`config.mk`:
```
export PLATFORM = sky130hd
export DESIGN_NAME = host_window
export DESIGN_NICKNAME = d
export VERILOG_FILES = /design/src/rtl/wnd_pkg.sv /design/src/rtl/wnd_decode.sv /design/src/rtl/wnd_mode.sv /design/src/rtl/wnd_pointer.sv /design/src/rtl/host_window.sv
export SDC_FILE = /design/constraint.sdc
export NUM_CORES = 1
export LEC_CHECK = 0
export BUFFER_PORTS_ARGS = -buffer_cell sky130_fd_sc_hd__buf_4
export CAP_MARGIN = 20
export CORE_UTILIZATION = 40
export DETAILED_ROUTE_END_ITERATION = 16
export GPL_TIMING_DRIVEN = 0
export HOLD_SLACK_MARGIN = 0.08
export PLACE_DENSITY = 0.77
export SYNTH_ARGS = -nofsm -noshare
export SYNTH_HDL_FRONTEND = slang
export SYNTH_SLANG_ARGS = --single-unit
export TNS_END_PERCENT = 30
```
`constraint.sdc`:
```
create_clock -name clk -period 2 [get_ports clk]
set_input_delay 0.4 -clock clk [delete_from_list [all_inputs] [get_ports clk]]
set_output_delay 0.4 -clock clk [all_outputs]
set_load 0.005 [all_outputs]
```
`src/rtl/wnd_pkg.sv`:
```
package wnd_pkg;

  typedef enum logic [2:0] {
    WREG_MODE   = 3'd4,
    WREG_PTR_HI = 3'd5,
    WREG_PTR_LO = 3'd6,
    WREG_DATA   = 3'd7
  } wnd_reg_e;

  localparam int MODE_AUTOINC_BIT = 1;
  localparam int MODE_SRST_BIT    = 7;

  typedef struct packed {
    logic ld_hi;
    logic ld_lo;
    logic mode_wr;
    logic data_rd;
    logic data_wr;
    logic reg_rd;
  } wnd_ctl_t;

endpackage

```
`src/rtl/wnd_decode.sv`:
```
module wnd_decode
  import wnd_pkg::*;
#(
  parameter int HOST_AW = 3
) (
  input  logic               sel,
  input  logic               wr,
  input  logic [HOST_AW-1:0] addr,
  output wnd_ctl_t           ctl
);

  logic hit_mode, hit_hi, hit_lo, hit_data;

  always_comb begin
    hit_mode = (addr == HOST_AW'(WREG_MODE));
    hit_hi   = (addr == HOST_AW'(WREG_PTR_HI));
    hit_lo   = (addr == HOST_AW'(WREG_PTR_LO));
    hit_data = (addr == HOST_AW'(WREG_DATA));

    ctl.ld_hi   = sel &  wr & hit_hi;
    ctl.ld_lo   = sel &  wr & hit_lo;
    ctl.mode_wr = sel &  wr & hit_mode;
    ctl.data_wr = sel &  wr & hit_data;
    ctl.data_rd = sel & ~wr & hit_data;
    ctl.reg_rd  = sel & ~wr;
  end

endmodule

```
`src/rtl/wnd_mode.sv`:
```
module wnd_mode #(
  parameter int DATA_W   = 8,
  parameter int SRST_BIT = 7
) (
  input  logic              clk,
  input  logic              rst,
  input  logic              wr_en,
  input  logic [DATA_W-1:0] wdata,
  output logic [DATA_W-1:0] mode_o,
  output logic              srst_o
);

  logic [DATA_W-1:0] mode_q;
  logic              srst_q;
  logic              srst_req;

  assign srst_req = wr_en & wdata[SRST_BIT];

  always_ff @(posedge clk) begin
    if (rst) begin
      mode_q <= '0;
      srst_q <= 1'b0;
    end else begin
      srst_q <= srst_req;
      if (wr_en) begin
        mode_q <= srst_req ? '0 : wdata;
      end
    end
  end

  assign mode_o = mode_q;
  assign srst_o = srst_q;

endmodule

```
`src/rtl/wnd_pointer.sv`:
```
module wnd_pointer #(
  parameter int                             PTR_W     = 16,
  parameter int                             DATA_W    = 8,
  parameter int                             NUM_RINGS = 2,
  parameter logic [(NUM_RINGS+1)*PTR_W-1:0] RING_BOUNDS = {16'h8000, 16'h6000, 16'h4000}
) (
  input  logic              clk,
  input  logic              rst,
  input  logic              ld_hi,
  input  logic              ld_lo,
  input  logic              step,
  input  logic [DATA_W-1:0] wdata,
  output logic [PTR_W-1:0]  ptr_o
);

  logic [PTR_W-1:0]     ptr_q;
  logic [PTR_W-1:0]     inc;
  logic [NUM_RINGS-1:0] ring_hit;
  logic [PTR_W-1:0]     ring_base [NUM_RINGS];
  logic [PTR_W-1:0]     wrap_val;
  logic [PTR_W-1:0]     step_val;

  assign inc = ptr_q + PTR_W'(1);

  genvar k;
  generate
    for (k = 0; k < NUM_RINGS; k++) begin : g_ring
      localparam logic [PTR_W-1:0] LO = RING_BOUNDS[k*PTR_W +: PTR_W];
      localparam logic [PTR_W-1:0] HI = RING_BOUNDS[(k+1)*PTR_W +: PTR_W];
      assign ring_hit[k]  = (inc == HI);
      assign ring_base[k] = ring_hit[k] ? LO : '0;
    end
  endgenerate

  always_comb begin
    wrap_val = '0;
    for (int i = 0; i < NUM_RINGS; i++) begin
      wrap_val = wrap_val | ring_base[i];
    end
    step_val = (|ring_hit) ? wrap_val : inc;
  end

  always_ff @(posedge clk) begin
    if (rst) begin
      ptr_q <= '0;
    end else if (ld_hi) begin
      ptr_q[PTR_W-1 -: DATA_W] <= wdata;
    end else if (ld_lo) begin
      ptr_q[DATA_W-1:0] <= wdata;
    end else if (step) begin
      ptr_q <= step_val;
    end
  end

  assign ptr_o = ptr_q;

endmodule

```
`src/rtl/host_window.sv`:
```
module host_window
  import wnd_pkg::*;
#(
  parameter int                             HOST_AW   = 3,
  parameter int                             DATA_W    = 8,
  parameter int                             PTR_W     = 16,
  parameter int                             MEM_BYTES = 32768,
  parameter int                             NUM_RINGS = 2,
  parameter logic [(NUM_RINGS+1)*PTR_W-1:0] RING_BOUNDS = {16'h8000, 16'h6000, 16'h4000},
  localparam int                            MEM_AW    = $clog2(MEM_BYTES)
) (
  input  logic              clk,
  input  logic              rst,
  input  logic              host_sel,
  input  logic              host_wr,
  input  logic [HOST_AW-1:0] host_addr,
  input  logic [DATA_W-1:0] host_wdata,
  output logic [DATA_W-1:0] host_rdata,
  output logic [MEM_AW-1:0] mem_addr,
  output logic [DATA_W-1:0] mem_wdata,
  output logic              mem_wr,
  output logic              mem_rd,
  input  logic [DATA_W-1:0] mem_rdata,
  output logic              soft_rst
);

  wnd_ctl_t          ctl;
  logic [PTR_W-1:0]  ptr_q;
  logic [DATA_W-1:0] mode_q;
  logic              step;
  logic [DATA_W-1:0] rd_q;
  logic              from_mem_q;
  logic [DATA_W-1:0] rd_next;

  wnd_decode #(.HOST_AW(HOST_AW)) u_decode (
    .sel  (host_sel),
    .wr   (host_wr),
    .addr (host_addr),
    .ctl  (ctl)
  );

  wnd_mode #(.DATA_W(DATA_W), .SRST_BIT(MODE_SRST_BIT)) u_mode (
    .clk    (clk),
    .rst    (rst),
    .wr_en  (ctl.mode_wr),
    .wdata  (host_wdata),
    .mode_o (mode_q),
    .srst_o (soft_rst)
  );

  assign step = (ctl.data_rd | ctl.data_wr) & mode_q[MODE_AUTOINC_BIT];

  wnd_pointer #(
    .PTR_W       (PTR_W),
    .DATA_W      (DATA_W),
    .NUM_RINGS   (NUM_RINGS),
    .RING_BOUNDS (RING_BOUNDS)
  ) u_pointer (
    .clk   (clk),
    .rst   (rst),
    .ld_hi (ctl.ld_hi),
    .ld_lo (ctl.ld_lo),
    .step  (step),
    .wdata (host_wdata),
    .ptr_o (ptr_q)
  );

  assign mem_addr  = ptr_q[MEM_AW-1:0];
  assign mem_wdata = host_wdata;
  assign mem_wr    = ctl.data_wr;
  assign mem_rd    = ctl.data_rd;

  always_comb begin
    case (host_addr)
      HOST_AW'(WREG_MODE):   rd_next = mode_q;
      HOST_AW'(WREG_PTR_HI): rd_next = ptr_q[PTR_W-1 -: DATA_W];
      HOST_AW'(WREG_PTR_LO): rd_next = ptr_q[DATA_W-1:0];
      default:               rd_next = '0;
    endcase
  end

  always_ff @(posedge clk) begin
    if (rst) begin
      rd_q       <= '0;
      from_mem_q <= 1'b0;
    end else if (ctl.reg_rd) begin
      rd_q       <= rd_next;
      from_mem_q <= ctl.data_rd;
    end
  end

  assign host_rdata = from_mem_q ? mem_rdata : rd_q;

endmodule

```
==> impl_metrics.py, run 1 <==
metrics = {
    "outcome": {
        "outcome": "finished, violations left",
        "failed_checks": "negative setup slack",
    },
    "synth": {
        "synth_area_leaders": "sky130_fd_sc_hd__dfxtp_1 29%, sky130_fd_sc_hd__buf_4 8.0%, sky130_fd_sc_hd__nor2_1 6.2%",
        "synth_edf_count": 0,
        "ys_seq_elements": 34,
        "synth.yosys.seq_area_share_pct": 28.9,
        "synth_most_common_cell": "sky130_fd_sc_hd__nor2_1",
        "synthDominantCellAreaShare_pct": 28.9,
        "syn_avg_cell_area_um2": 7.85,
        "synthesis.nets": 324,
        "post_synth_instance_area_mm2": 0.00236,
        "synth_area_leader_cell": "sky130_fd_sc_hd__dfxtp_1",
        "netlist_instances": 300,
        "synth.lib_cells_used.distinct": 52,
        "synth-main-ff-cell": "sky130_fd_sc_hd__dfxtp_1",
        "synth_async_sr_flop_share_pct": 0,
        "ys_warn_count": 0,
        "yosys-top-cells-count": "39 x sky130_fd_sc_hd__nor2_1, 34 x sky130_fd_sc_hd__dfxtp_1, 25 x sky130_fd_sc_hd__buf_4",
    },
    "pwr": {
        "power.density_mw_per_mm2": 461,
        "power_frac_clock_pct": 38.1,
        "power_leakage_nw": 1.22,
        "share_seq_of_total_power_pct": 49.2,
        "switching_power_mw": 0.352,
        "power_frac_comb_pct": 12.7,
        "worst_ir_drop_vdd_mv": 0.406,
        "power_switching_share_pct": 25.1,
        "power.internal_mw": 1.05,
    },
    "critical_path": {
        "worstPathArrival_ns": 2.32,
        "crit_path_end_kind": "flop",
        "worst_path_largest_cell_delay_ns": 0.42,
        "critPathMostFrequentCell": "sky130_fd_sc_hd__buf_4",
        "element_type_at_the_critical_path_start": "flop",
        "criticalPathCategory": "flop to flop",
        "critPathBufInv": 2,
        "worst-endpoint-required_ns": 2.16,
        "crit_path_top_delay_cell": "sky130_fd_sc_hd__or3_4",
        "path_max_fanout": 5,
        "cp_top_family": "simple AND/OR/NAND/NOR gates",
        "timing.critical_path.cells": "ha_4, nand4_1, buf_4, buf_4, o31a_1, a31oi_2, or3_4, o311ai_2, a31oi_1",
    },
    "clock_network": {
        "cts_made_buffers": 5,
        "postCtsHoldBufs": 0,
        "ctsRootBufferMaster": "sky130_fd_sc_hd__clkbuf_8",
        "ctsLongestPathBuffers": 2,
        "worst_skew_pair.late_latency_ns": 0.28,
        "cts.htree.levels": 2,
        "clock_sink_count": 34,
        "cts.reportedPaths.clkPinSlew_ns": 0.07,
        "tritoncts": "yes",
    },
    "cells_and_area": {
        "layout.nets": 390,
        "antenna_cells": 0,
        "num-fill-cells": 546,
        "layout_utilization_pct": 54.2,
        "final_cell_count_no_fill": 439,
        "drive_gt1_share_pct": 34.6,
        "layout-area-overhead-vs-synth_pct": 29.0,
    },
    "detailed_routing": {
        "drt-total-wl_um": 6830,
        "route.antenna.remaining_nets": 0,
        "post_drt_via_cell_ratio": 5.69,
        "drt-wirelength-per-cell_um": 15.6,
        "drt_iter0_drc": 207,
        "firstDrtPassIters": 5,
        "route.detailed.drc": 0,
        "vias": 2499,
    },
    "sta": {
        "finalWorstPathRequiredPeriod_ns": 2.16,
        "fin_worst_skew_ns": 0.00646,
        "tightestPinTransition_ns": 0.667,
        "report.final.hold_viol_count": 0,
        "timing.final.setup_violations": 5,
        "fin_crit_sh_pct": 108,
        "clock.fmax_ghz": 0.463,
        "fin_worst_hold_slack_ns": 0.349,
        "unrepaired_setup_endpoints_after_global_routing": "yes",
        "final_critical_path_setup_slack_ns": -0.160,
        "slew_violations": 0,
        "slew-limit-headroom_pct": 55.5,
    },
    "die": {
        "ioPinCount": 57,
        "placementRows": 27,
        "placeableCoreArea_mm2": 0.00561,
        "vertical_die_dimension_um": 78.7,
        "initial_util_pct": 42.0,
        "die_x_um": 78.7,
        "floorplan.die_area_mm2": 0.00620,
    },
    "global_route": {
        "initial_antenna_violation_count": 0,
        "maximum_number_of_pins_on_one_net_before_global_route_repair": 11,
        "grt_use_total_pct": 22.5,
        "overflow": 0,
        "grt_pass1_wl_um": 10900,
        "vias_in_the_first_global_route": 2251,
    },
    "hold_path": {
        "hold_path_class": "primary input to flop",
    },
    "placement": {
        "dp.final_hpwl_um": 5030,
        "place.detailed.instances": 426,
        "detailedPlace.worstSlack_ns": -0.339,
        "io_buffer_count": 54,
        "globalplace.congestion": 0.899,
    },
    "run": {
        "max_cap_violations": 0,
    },
}
-- worst register-to-register path, delay by kind of cell (launching register included) --
family | cells | cell delay [ns]
flip-flops | 1 | 0.37
AND/OR/NAND/NOR | 2 | 0.65
AO/OA/AOI/OAI | 4 | 0.58
buffers and inverters | 2 | 0.26
adder cells (fa/ha/maj) | 1 | 0.17
-- power by group through the flow --
stage | sequential [mW] | clock [mW] | combinational, mW
global placement | 0.710 | 0 | 0.170
CTS | 0.693 | 0.535 | 0.176
detailed placement | 0.710 | 0 | 0.175
global route | 0.690 | 0.572 | 0.191
floorplan | 0.706 | 0 | 0.0904
finish | 0.689 | 0.533 | 0.178
-- through the flow --
step	cell area [um^2]	power (mW)	setup TNS, ns
floorplan	2360	0.797	0
global placement	2860	0.880	-0.816
detailed placement	2860	0.885	-1.09
CTS	3000	1.40	-0.392
global route	3040	1.45	-0.842
finish	3040	1.40	-0.503
-- routing by layer --
metal	global-route usage (%)	wire (um)
met1	29.0	2920
met4	8.70	147
met3	3.79	526
met5	0	0
met2	37.2	3240
-- placed cells by master, fill, tap and decap left out, types with 4 or more instances in the layout --
cell | netlist | layout
sky130_fd_sc_hd__buf_4 | 25 | 85
sky130_fd_sc_hd__nor2_1 | 39 | 38
sky130_fd_sc_hd__dfxtp_1 | 34 | 26
sky130_fd_sc_hd__nand2_1 | 22 | 22
sky130_fd_sc_hd__a21oi_1 | 15 | 15
sky130_fd_sc_hd__o21ai_0 | 14 | 13
sky130_fd_sc_hd__clkbuf_1 | 13 | 12
sky130_fd_sc_hd__nand3_1 | 11 | 11
sky130_fd_sc_hd__mux2i_1 | 11 | 11
sky130_fd_sc_hd__a22oi_1 | 10 | 10
sky130_fd_sc_hd__clkbuf_8 | 3 | 9
sky130_fd_sc_hd__mux2_2 | 8 | 8
sky130_fd_sc_hd__nor3b_1 | 7 | 7
sky130_fd_sc_hd__a211oi_1 | 6 | 6
sky130_fd_sc_hd__nand4_1 | 6 | 6
sky130_fd_sc_hd__xnor2_1 | 6 | 6
sky130_fd_sc_hd__a31oi_1 | 7 | 6
sky130_fd_sc_hd__dfxtp_4 | 0 | 6
sky130_fd_sc_hd__inv_1 | 5 | 5
sky130_fd_sc_hd__xor2_1 | 5 | 5
sky130_fd_sc_hd__nor3_1 | 6 | 5
sky130_fd_sc_hd__and3_1 | 4 | 4
sky130_fd_sc_hd__o211ai_1 | 4 | 4
-- state kept, by name, indices dropped and copies added, names as in the netlist --
signal,count
rd_q,8
from_mem_q,1
u_mode.srst_o,1
u_pointer.ptr_o,16
u_mode.mode_o,8
-- what timing repair did --
| item | CTS | global route |
|---|---|---|
| gates resized for setup | 12 | 8 |
| setup endpoints to repair | 6 | 5 |
| pin swaps | 5 | 3 |
| setup buffers | 3 | 3 |
-- kinds of logic after synthesis --
kind of cell	count (synthesis)	share of synthesized area (%)
muxes	19	8.50
DFF	34	28.9
xor gates and xnor gates	11	4.09
buffers and inverters	50	13.6
adders and majority gates	1	0.531
AOI/OAI and AO/OA	71	20.0
and+or+nand+nor	114	24.4
-- final cells by class --
type / instances / area, um^2 / area share, %
inverter: 5 / 18.8 / 0.617
clock buffer: 7 / 86.3 / 2.84
buffer: 44 / 299 / 9.84
sequential: 34 / 706 / 23.2
timing repair buffer: 60 / 450 / 14.8
multi-input combinational: 216 / 1390 / 45.6
clock inverter: 1 / 5.00 / 0.165
tap: 72 / 90.1 / 2.96
-- worst paths after layout --
kind,start,endpoint,slack [ns],cells past startpoint
max,u_pointer.ptr_o[0]$_SDFFE_PP0P_,u_pointer.ptr_o[13]$_SDFFE_PP0P_,-0.16,9
max reg2reg,u_pointer.ptr_o[0]$_SDFFE_PP0P_,u_pointer.ptr_o[13]$_SDFFE_PP0P_,-0.16,9
min,rst,u_mode.srst_o$_SDFF_PP0_,0.35,2
min reg2reg,u_mode.mode_o[6]$_SDFFE_PP0P_,u_mode.mode_o[6]$_SDFFE_PP0P_,0.50,2
Power figures use the tool's default switching activity.
==> inputs of run 2 (changes only) <==
==> constraint.sdc (replaced) <==
create_clock -name clk -period 1.94 [get_ports clk]
set_input_delay 0.388 -clock clk [delete_from_list [all_inputs] [get_ports clk]]
set_output_delay 0.388 -clock clk [all_outputs]
set_load 0.005 [all_outputs]
==> impl_metrics.py, run 2 (synthesis gave the netlist of run 1 again) <==
metrics = {
    "cells_and_area": {
        "layout.nets": 393,
        "largest_register_ffs": 16,
        "highest_count_cells_in_the_layout_ignoring_fill_and_taps": "88 x sky130_fd_sc_hd__buf_4, 39 x sky130_fd_sc_hd__nor2_1, 23 x sky130_fd_sc_hd__dfxtp_1, 22 x sky130_fd_sc_hd__nand2_1, 15 x sky130_fd_sc_hd__a21oi_1",
        "post-route-cell-area_mm2": 0.00314,
        "antenna_cells": 0,
        "layout.cells.most_common": "sky130_fd_sc_hd__buf_4",
        "drive_gt1_share_pct": 37.0,
        "num-fill-cells": 536,
        "layout-area-overhead-vs-synth_pct": 33.2,
    },
    "critical_path": {
        "criticalPathCategory": "flop to flop",
        "critPathBufInv": 1,
        "worst-endpoint-required_ns": 2.09,
        "path_max_fanout": 5,
        "worst_path_largest_cell_delay_ns": 0.39,
        "crit_path_end_kind": "flop",
        "cp_top_family": "compound AO/OA/AOI/OAI gates",
        "crit_path_top_delay_cell": "sky130_fd_sc_hd__dfxtp_4",
        "worstPathArrival_ns": 2.21,
        "element_type_at_the_critical_path_start": "flop",
        "timing.critical_path.cells": "ha_4, nand4_1, buf_4, o21ai_2, o211ai_1, o31ai_1, o311a_1, o22ai_1",
    },
    "detailed_routing": {
        "drt-wirelength-per-cell_um": 15.9,
        "drt_iter0_drc": 264,
        "drt-total-wl_um": 7040,
        "vias": 2495,
        "route.antenna.remaining_nets": 0,
        "route.detailed.drc": 0,
        "post_drt_via_cell_ratio": 5.64,
        "firstDrtPassIters": 5,
    },
    "pwr": {
        "power_frac_clock_pct": 48.1,
        "power_leakage_nw": 1.27,
        "power_frac_comb_pct": 10.7,
        "worst_ir_drop_vdd_mv": 0.469,
        "power.internal_mw": 1.35,
        "switching_power_mw": 0.387,
        "power_switching_share_pct": 22.3,
        "total_power_mw": 1.73,
        "power.density_mw_per_mm2": 552,
        "share_seq_of_total_power_pct": 41.2,
    },
    "sta": {
        "unrepaired_setup_endpoints_after_global_routing": "yes",
        "slew_violations": 0,
        "slew-limit-headroom_pct": 58.9,
        "final_critical_path_setup_slack_ns": -0.126,
        "fin_crit_sh_pct": 106,
        "fin_worst_hold_slack_ns": 0.348,
        "fin_worst_skew_ns": 0.00517,
        "clock.fmax_ghz": 0.484,
        "tightestPinTransition_ns": 0.616,
        "finalWorstPathRequiredPeriod_ns": 2.07,
        "timing.final.setup_violations": 5,
        "report.final.hold_viol_count": 0,
    },
    "outcome": {
        "outcome": "finished, violations left",
        "failed_checks": "negative setup slack",
    },
    "clock_network": {
        "tritoncts": "yes",
        "ctsLongestPathBuffers": 2,
        "cts.reportedPaths.clkPinSlew_ns": 0.08,
        "cts_made_buffers": 5,
        "ctsRootBufferMaster": "sky130_fd_sc_hd__clkbuf_8",
        "cts.htree.levels": 2,
        "clock_sink_count": 34,
        "worst_skew_pair.late_latency_ns": 0.29,
    },
    "die": {
        "vertical_die_dimension_um": 78.7,
        "die_x_um": 78.7,
        "initial_util_pct": 42.0,
        "ioPinCount": 57,
        "placementRows": 27,
        "floorplan.die_area_mm2": 0.00620,
        "placeableCoreArea_mm2": 0.00561,
    },
    "placement": {
        "dp.final_hpwl_um": 5070,
        "detailedPlace.worstSlack_ns": -0.260,
        "place_area_mm2": 0.00288,
        "globalplace.congestion": 0.919,
        "io_buffer_count": 54,
    },
    "global_route": {
        "grt_pass1_wl_um": 11300,
        "maximum_number_of_pins_on_one_net_before_global_route_repair": 12,
        "busiest_layer": "met2",
        "grt_use_total_pct": 23.5,
        "initial_antenna_violation_count": 0,
        "globalRouteMet2Util_pct": 37.8,
        "overflow": 0,
        "globalRouteMet3Util_pct": 4.94,
        "vias_in_the_first_global_route": 2384,
        "globalRouteMet1Util_pct": 30.1,
    },
    "hold_path": {
        "hold_path_class": "primary input to flop",
    },
    "run": {
        "max_cap_violations": 0,
    },
}
[run 2: cell types whose count changed in the layout (fill, tap and decap cells not counted), moves of 2 or more]
cell / delta
sky130_fd_sc_hd__o21ai_0: -2
sky130_fd_sc_hd__dfxtp_4: -2
sky130_fd_sc_hd__dfxtp_1: -3
sky130_fd_sc_hd__buf_4: +3
sky130_fd_sc_hd__dfxtp_2: +5
sky130_fd_sc_hd__bufinv_16: +2
[run 2: worst paths after layout]
path | from | slack [ns] | endpoint | depth (start not counted)
max | u_pointer.ptr_o[1]$_SDFFE_PP0P_ | -0.13 | u_pointer.ptr_o[15]$_SDFFE_PP0P_ | 8
min | rst | 0.35 | u_mode.srst_o$_SDFF_PP0_ | 2
max reg2reg | u_pointer.ptr_o[1]$_SDFFE_PP0P_ | -0.13 | u_pointer.ptr_o[15]$_SDFFE_PP0P_ | 8
min reg2reg | u_mode.mode_o[7]$_SDFFE_PP0P_ | 0.49 | u_mode.mode_o[7]$_SDFFE_PP0P_ | 1
[run 2: area by class of cell]
type	instances	area, um^2	area share (%)
clock inverters	2	60.1	1.91
plain buffers	44	303	9.65
repair buffers	63	473	15.1
multi-input cells	216	1410	44.8
clock buffers	6	82.6	2.63
flip-flops and latches	34	704	22.4
well taps	72	90.1	2.87
inverters	5	18.8	0.598
[run 2: per-layer routing]
metal | vias to the layer above | share of wire [%]
met5 | - | 0
met4 | 0 | 2.8
met3 | 21 | 7.5
met2 | 122 | 46
met1 | 1155 | 44
li1 | 1197 | -
[run 2: timing repair]
action,in CTS,in global routing
setup endpoints to repair,5,16
gates resized for setup,5,16
setup buffers,8,6
hold buffers,0,0
pin swaps,5,12
[run 2: power groups by stage]
stage / clock [mW] / sequential [mW] / combinational (mW)
after floorplan: 0 / 0.729 / 0.0935
after global placement: 0 / 0.732 / 0.177
after detailed placement: 0 / 0.733 / 0.181
after CTS: 0.832 / 0.715 / 0.181
after global routing: 0.865 / 0.714 / 0.200
final: 0.833 / 0.713 / 0.186
[run 2: stage by stage]
| step | TNS, ns | std cells | util (%) |
|---|---|---|---|
| floorplan | -0.0147 | 300 | - |
| global placement | -0.691 | 426 | 51.3 |
| CTS | -0.131 | 441 | 55.0 |
| finish | -0.554 | 442 | 56.0 |
| global route | -1.01 | 442 | 56.0 |
| detailed placement | -0.870 | 426 | 51.3 |
